<file path="src/rtl/fsr_pkg.sv">
package fsr_pkg;
  localparam int CTL_W      = 32;
  localparam int THR_W      = 4;
  localparam int RX_IE_BIT  = 0;
  localparam int TX_IE_BIT  = 1;
  localparam int LPBK_BIT   = 2;
  localparam int TX_THR_LSB = 6;
  localparam int RX_THR_LSB = TX_THR_LSB + THR_W;
  localparam logic [CTL_W-1:0] CTL_MASK =
    (CTL_W'((1 << (2 * THR_W)) - 1) << TX_THR_LSB) |
    (CTL_W'(1) << LPBK_BIT) | (CTL_W'(1) << TX_IE_BIT) | (CTL_W'(1) << RX_IE_BIT);

  typedef struct packed {
    logic [THR_W-1:0] rx_thr;
    logic [THR_W-1:0] tx_thr;
    logic             lpbk;
    logic             tx_ie;
    logic             rx_ie;
  } ctl_t;

  function automatic ctl_t ctl_unpack(input logic [CTL_W-1:0] w);
    ctl_t c;
    c.rx_ie  = w[RX_IE_BIT];
    c.tx_ie  = w[TX_IE_BIT];
    c.lpbk   = w[LPBK_BIT];
    c.tx_thr = w[TX_THR_LSB +: THR_W];
    c.rx_thr = w[RX_THR_LSB +: THR_W];
    return c;
  endfunction

  function automatic logic [CTL_W-1:0] ctl_pack(input ctl_t c);
    logic [CTL_W-1:0] w;
    w = '0;
    w[RX_IE_BIT]            = c.rx_ie;
    w[TX_IE_BIT]            = c.tx_ie;
    w[LPBK_BIT]             = c.lpbk;
    w[TX_THR_LSB +: THR_W]  = c.tx_thr;
    w[RX_THR_LSB +: THR_W]  = c.rx_thr;
    return w;
  endfunction
endpackage

</file>
<file path="src/rtl/fsr_ctl_reg.sv">
module fsr_ctl_reg
  import fsr_pkg::*;
(
  input  logic             clk,
  input  logic             rst_n,
  input  logic             wr_en,
  input  logic [CTL_W-1:0] wr_data,
  output ctl_t             ctl_q,
  output ctl_t             ctl_nxt,
  output logic [CTL_W-1:0] rd_data
);
  // Next value is exported so downstream flags track a write on the same edge
  always_comb begin
    ctl_nxt = ctl_q;
    if (wr_en) ctl_nxt = ctl_unpack(wr_data);
  end

  always_ff @(posedge clk or negedge rst_n) begin
    if (!rst_n) ctl_q <= '0;
    else        ctl_q <= ctl_nxt;
  end

  assign rd_data = ctl_pack(ctl_q);
endmodule

</file>
<file path="src/rtl/fsr_svc_path.sv">
module fsr_svc_path #(
  parameter int LVL_W     = 5,
  parameter int THR_W     = 4,
  parameter bit FILL_SIDE = 1'b1   // 1: request when full enough; 0: when empty enough
) (
  input  logic             clk,
  input  logic             rst_n,
  input  logic [LVL_W-1:0] level,
  input  logic [THR_W-1:0] thr,
  input  logic             ie,
  output logic             svc,
  output logic             irq,
  output logic             dma
);
  localparam int CW = (LVL_W > THR_W ? LVL_W : THR_W) + 1;

  logic [CW-1:0] lvl_x;
  logic [CW-1:0] trig;
  logic          hit;

  assign lvl_x = CW'(level);
  assign trig  = CW'(thr) + CW'(1);

  generate
    if (FILL_SIDE) begin : g_fill
      assign hit = (lvl_x >= trig);
    end else begin : g_drain
      assign hit = (lvl_x <= trig);
    end
  endgenerate

  always_ff @(posedge clk or negedge rst_n) begin
    if (!rst_n) begin
      svc <= 1'b0;
      irq <= 1'b0;
      dma <= 1'b0;
    end else begin
      svc <= hit;
      irq <= hit & ie;
      dma <= hit;
    end
  end
endmodule

</file>
<file path="src/rtl/fsr_lpbk_sel.sv">
module fsr_lpbk_sel (
  input  logic sel,
  input  logic pin_in,
  input  logic fb_in,
  output logic shift_in
);
  always_comb shift_in = sel ? fb_in : pin_in;
endmodule

</file>
<file path="src/rtl/fifo_svc_req.sv">
module fifo_svc_req
  import fsr_pkg::*;
#(
  parameter int DEPTH = 16,
  localparam int LVL_W = $clog2(DEPTH + 1)
) (
  input  logic             clk,
  input  logic             rst_n,
  input  logic             ctl_wr_en,
  input  logic [CTL_W-1:0] ctl_wr_data,
  output logic [CTL_W-1:0] ctl_rd_data,
  input  logic [LVL_W-1:0] rx_level,
  input  logic [LVL_W-1:0] tx_level,
  output logic             rx_svc,
  output logic             tx_svc,
  output logic             rx_irq,
  output logic             tx_irq,
  output logic             rx_dma,
  output logic             tx_dma,
  input  logic             rxd_pin,
  input  logic             tx_shift_out,
  output logic             rx_shift_in
);
  ctl_t ctl_q;
  ctl_t ctl_nxt;

  fsr_ctl_reg u_ctl (
    .clk     (clk),
    .rst_n   (rst_n),
    .wr_en   (ctl_wr_en),
    .wr_data (ctl_wr_data),
    .ctl_q   (ctl_q),
    .ctl_nxt (ctl_nxt),
    .rd_data (ctl_rd_data)
  );

  fsr_svc_path #(.LVL_W(LVL_W), .THR_W(THR_W), .FILL_SIDE(1'b1)) u_rx (
    .clk   (clk),
    .rst_n (rst_n),
    .level (rx_level),
    .thr   (ctl_nxt.rx_thr),
    .ie    (ctl_nxt.rx_ie),
    .svc   (rx_svc),
    .irq   (rx_irq),
    .dma   (rx_dma)
  );

  fsr_svc_path #(.LVL_W(LVL_W), .THR_W(THR_W), .FILL_SIDE(1'b0)) u_tx (
    .clk   (clk),
    .rst_n (rst_n),
    .level (tx_level),
    .thr   (ctl_nxt.tx_thr),
    .ie    (ctl_nxt.tx_ie),
    .svc   (tx_svc),
    .irq   (tx_irq),
    .dma   (tx_dma)
  );

  fsr_lpbk_sel u_lpbk (
    .sel      (ctl_q.lpbk),
    .pin_in   (rxd_pin),
    .fb_in    (tx_shift_out),
    .shift_in (rx_shift_in)
  );
endmodule

</file>
<file path="config.mk">
export PLATFORM = sky130hd
export DESIGN_NAME = fifo_svc_req
export DESIGN_NICKNAME = d
export VERILOG_FILES = /design/src/rtl/fsr_pkg.sv /design/src/rtl/fsr_ctl_reg.sv /design/src/rtl/fsr_svc_path.sv /design/src/rtl/fsr_lpbk_sel.sv /design/src/rtl/fifo_svc_req.sv
export SDC_FILE = /design/constraint.sdc
export NUM_CORES = 1
export LEC_CHECK = 0
export ABC_AREA = 1
export CAP_MARGIN = 20
export CORE_UTILIZATION = 30
export DETAILED_ROUTE_END_ITERATION = 8
export GPL_TIMING_DRIVEN = 0
export HOLD_SLACK_MARGIN = 0.08
export PLACE_DENSITY = 0.76
export SYNTH_ARGS = -nofsm -noshare
export SYNTH_HDL_FRONTEND = slang
export SYNTH_SLANG_ARGS = --single-unit
</file>
<file path="constraint.sdc">
create_clock -name clk -period 1.5 [get_ports clk]
set_input_delay 0.3 -clock clk [delete_from_list [all_inputs] [get_ports clk]]
set_output_delay 0.3 -clock clk [all_outputs]
set_load 0.02 [all_outputs]
</file>
**Yosys cells after proc, flatten, opt, wreduce, memory -nomap -nowiden**

Cells that the tools add are included.

- Register bits after elaboration: 15
- Input bits: 47
- Output and inout bits: 39
- Word-level logic and storage cells: 17

- Add/sub/neg operators: 2
- Magnitude comparators: 2
- Mux-type cells: 2
- Bitwise operators: 2

Operators with widths:

| operator | number |
|---|---|
| $mux 11 | 1 |
| $add 4x1->5 const B | 2 |
| $ge 5x6->1 | 1 |
| $le 5x6->1 | 1 |
| $and 1x1->1 | 2 |
| $mux 1 | 1 |

**Logic depth before layout (Yosys ltp)**

Gate-level depths: netlist of the first run.

- Depth in word-level cells: 4
- Gate-level depth with buffers: 12
- Gate-level depth less buffers: 11

**Modules after synthesis**

A second synthesis of the first run with hierarchy kept.

- Cells, all modules: 149
- Area, all modules: 1177.4 um^2

Modules (own cells, without submodules):

| module | times used | cells each | area an instance (um^2) | sequential area each (um^2) |
|---|---|---|---|---|
| fsr_ctl_reg | 1 | 80 | 665.6 | 275.3 |
| fsr_svc_path (u_tx) | 1 | 32 | 259.0 | 50.0 |
| fsr_svc_path (u_rx) | 1 | 33 | 237.7 | 50.0 |
| fsr_lpbk_sel | 1 | 4 | 15.0 | 0.0 |

**Least setup slack after synthesis of the first run**

No wires, ideal clock.

- Path type: register -> register
- Start: register u_ctl.ctl_q[3] (netlist name)
- End: register u_tx.irq
- Setup time: 0.129 ns
- Arrival time: 1.665 ns
- Data required time: 1.371 ns
- Slack: -0.293 ns
- Cell stages (with the launch flop): 11
- Path buffers: 0
- Clock period less this slack: 1.793 ns
- Cells stage by stage: dfrtp_1 inv_1 o21ai_1 ha_1 nand3_1 ha_1 nand2_1 nor2_1 nand2_1 nand2_1 a21oi_1

RTL lines:

| item | line | RTL |
|---|---|---|
| to (signal assigned) | fsr_svc_path.sv:39 | `irq <= hit & ie;` |
| to (decl) | fsr_svc_path.sv:12 | `output logic irq,` |

==> flow_summary.json, run 1 <==
{
  "max_freq_mhz": 592,
  "multi_input_area_sq_um": 742,
  "busiest_layer": "met2",
  "io_buffers": 43,
  "path_cells": "inv_2 -> o21ai_4 -> ha_4 -> nand3_4 -> ha_4 -> nand2_4 -> nor2_4 -> nand2_2 -> nand2_2 -> a21oi_2",
  "status": "finished with violations",
  "grt_use_met3": 0.0438,
  "ys_types": 16,
  "via_count": 1036,
  "dr.pass1.iters": 2,
  "die_w_um": 62.9,
  "hold_buffers": 0,
  "timing.rr.end": "u_tx.irq",
  "wire_per_inst_um": 9.28,
  "setup_viol": 4,
  "slowest_stage": "dfrtp_2",
  "cap_violations": 0,
  "grt_overflow": 0,
  "grt_antenna_before_repair": 0,
  "num_antenna_cells": 0,
  "htreeDepth": 1,
  "ys_seq_area_frac": 0.338,
  "final_cell_count_no_fill": 265,
  "io_pins": 86,
  "cpPeakStageDelay_ps": 370,
  "max_slew.worst_pin.slew_ps": 650,
  "cts.sinks": 15,
  "cts_tree": "yes",
  "start_kind": "flip-flop",
  "start_util": 0.323,
  "syn-cell-area_sq_mm": 0.00111,
  "die_area_sq_mm": 0.00395,
  "postSynthAreaPerCell_sq_um": 7.77,
  "reg2reg_depth": 10,
  "routabilityCongestion": 0.736,
  "final_layout_size_suffix_gt1_frac": 0.384,
  "final.min_clock_period_ps": 1690,
  "die_y_um": 62.9,
  "yosysTopAreaCellShare": 0.338,
  "worstPathRequired_ps": 1620,
  "synth.largest_area_cell": "dfrtp_1",
  "grtUsageTotal": 0.123,
  "dp_hpwl_um": 1850,
  "clk_path_buf_depth": 2,
  "clk_latency_ps": 240,
  "reg2reg_from": "u_ctl.ctl_q[3]",
  "syn2layout_area_growth_pct": 82.7,
  "critPathMaxFanout": 4,
  "worst-setup-path-type": "flip-flop to flip-flop",
  "rsz0062_at_grt": "yes",
  "regArea_sq_um": 383,
  "grt_pass1_vias": 869,
  "nFillCells": 327,
  "grt_max_degree": 16,
  "grt_util_met2": 0.204,
  "syn_inst": 143,
  "period_share": 1.13,
  "finClkSkew_ps": 1.04,
  "clk_root_buffer_cell": "clkbuf_8",
  "use_met1": 0.158,
  "slew_violations": 0,
  "endpoint_kind": "flip-flop",
  "routed_wl_um": 2460,
  "yosys_warnings": 0,
  "hold_viol_final": 0,
  "r2r_setup_slack_ps": -190,
  "cts.clk_slew.worst_paths_ps": 60,
  "grt_pass1_wl_um": 3830,
  "leakage_nw": 1.07,
  "ys_ff_latch": 15,
  "violations": "negative setup slack",
  "synth_area_leaders": "dfrtp_1, buf_4, ha_1",
  "relSlewSlack": 0.565,
  "rows": 21,
  "vdd_drop_max_mv": 0.629,
  "dp_slack_ps": -953,
  "hold_class": "primary input to async pin",
  "arrival_ps": 1810,
  "numCtsBuffers": 3,
  "dp.cells": 252,
  "finish.net_count": 279,
  "drt_iter0_drc": 27,
  "finalWorstSetupSlack_ps": -188,
  "drc": 0,
  "power_density_mw_per_mm2": 717,
  "fp.coreArea_sq_mm": 0.00344,
  "drt.antenna.violating_nets": 0,
  "viasPerCell": 3.91
}
==> critical path, delay by kind of cell, from the launching register on <==
family | cells | cell delay (ps)
AO/OA/AOI/OAI | 2 | 260
adder cells (fa/ha/maj) | 2 | 480
AND/OR/NAND/NOR | 5 | 410
buffers and inverters | 1 | 50
flip-flops | 1 | 370
==> routing by layer <==
layer / part of all wire / wire, um
met2: 0.50 / 1230
met4: 0.0033 / 8
met3: 0.058 / 142
met1: 0.44 / 1080
met5: 0 / 0
==> how the worst max path moves through the flow <==
stage                   startpoint  depth (start not counted)       end  slack [ps]
floorplan           u_ctl.ctl_q[3]                         10  u_tx.irq        -130
global placement         ctl_wr_en                         12  u_tx.irq        -930
detailed placement       ctl_wr_en                         12  u_tx.irq        -950
CTS                 ctl_wr_data[9]                         12  u_tx.irq        -180
global route        u_ctl.ctl_q[3]                         10  u_tx.irq        -320
finish              u_ctl.ctl_q[3]                         10  u_tx.irq        -190
==> kinds of logic after synthesis <==
| kind of cell | count (synthesis) | synth area share |
|---|---|---|
| buffers and inverters | 55 | 0.277 |
| flip-flops | 15 | 0.338 |
| AO/OA/AOI/OAI | 14 | 0.0698 |
| adder cells (fa/ha/maj) | 12 | 0.135 |
| other | 1 | 0.00338 |
| AND/OR/NAND/NOR | 44 | 0.161 |
| XOR/XNOR | 2 | 0.0158 |
==> synth_stat cells <==
cell type,n
conb_1,1
nand2_1,33
buf_4,25
inv_1,29
ha_1,12
and3_1,1
nand4_1,2
dfrtp_1,15
nand3_1,5
a21oi_1,3
o21ai_1,6
xnor2_1,2
buf_6,1
nor2_1,3
o21ai_2,2
o21ai_0,3
==> what timing repair did <==
item,CTS,global route
setup endpoints to repair,16,9
setup buffers,5,4
resized for setup,34,21
endpoints found under the hold margin,0,0
pin swaps,13,17
==> cell type report <==
type / count / share of cell area
Clock buffer: 4 / 0.0222
Inverter: 29 / 0.0536
Tap cell: 46 / 0.0284
Sequential cell: 15 / 0.189
Multi-Input combinational cell: 93 / 0.366
Timing Repair Buffer: 52 / 0.240
Buffer: 26 / 0.102
==> sequential cells by signal, summed over array words and instances, names as in the netlist <==
register / count
u_ctl.ctl_q: 11
u_tx.dma: 1
u_tx.irq: 1
u_rx.irq: 1
u_rx.dma: 1
==> per-stage QoR <==
step | power, mW | util | setup TNS (ps) | instance area (sq um) | hold slack (ps)
after floorplan | 0.856 | - | -356 | 1310 | 4.41
final | 1.46 | 0.590 | -649 | 2030 | 458
after global routing | 1.55 | 0.590 | -997 | 2030 | 498
after global placement | 1.07 | 0.523 | -3750 | 1800 | 519
after CTS | 1.42 | 0.557 | -612 | 1920 | 461
after detailed placement | 1.08 | 0.523 | -3890 | 1800 | 523
==> power by group <==
part,switching [mW],internal (mW)
Combinational,0.349,0.314
Sequential,0.0216,0.449
Clock,0.134,0.188
==> layout by cell type (no fill, tap or decap), drive strengths merged <==
| cell | netlist | routed |
|---|---|---|
| a21oi | 3 | 3 |
| ha | 12 | 12 |
| nand2 | 33 | 33 |
| xnor2 | 2 | 2 |
| nand3 | 5 | 5 |
| dfrtp | 15 | 15 |
| clkdlybuf4s15 | 0 | 1 |
| clkbuf | 0 | 4 |
| nand4 | 2 | 2 |
| inv | 29 | 29 |
| dlymetal6s2s | 0 | 5 |
| nor2 | 3 | 3 |
| conb | 1 | 21 |
| dlygate4sd2 | 0 | 15 |
| o21ai | 11 | 11 |
| clkdlybuf4s50 | 0 | 21 |
| buf | 26 | 36 |
| and3 | 1 | 1 |
Note: power is estimated with default switching activity, not from simulation.
==> run 2: changes to the inputs <==
--- a/config.mk
+++ b/config.mk
@@ -9,9 +9,11 @@
 export CAP_MARGIN = 20
 export CORE_UTILIZATION = 30
 export DETAILED_ROUTE_END_ITERATION = 8
+export GPL_ROUTABILITY_DRIVEN = 0
 export GPL_TIMING_DRIVEN = 0
 export HOLD_SLACK_MARGIN = 0.08
 export PLACE_DENSITY = 0.76
+export SLEW_MARGIN = 20
 export SYNTH_ARGS = -nofsm -noshare
 export SYNTH_HDL_FRONTEND = slang
 export SYNTH_SLANG_ARGS = --single-unit
==> results of run 2 <==
Final layout, timing and power as in run 1 (identical DEF).
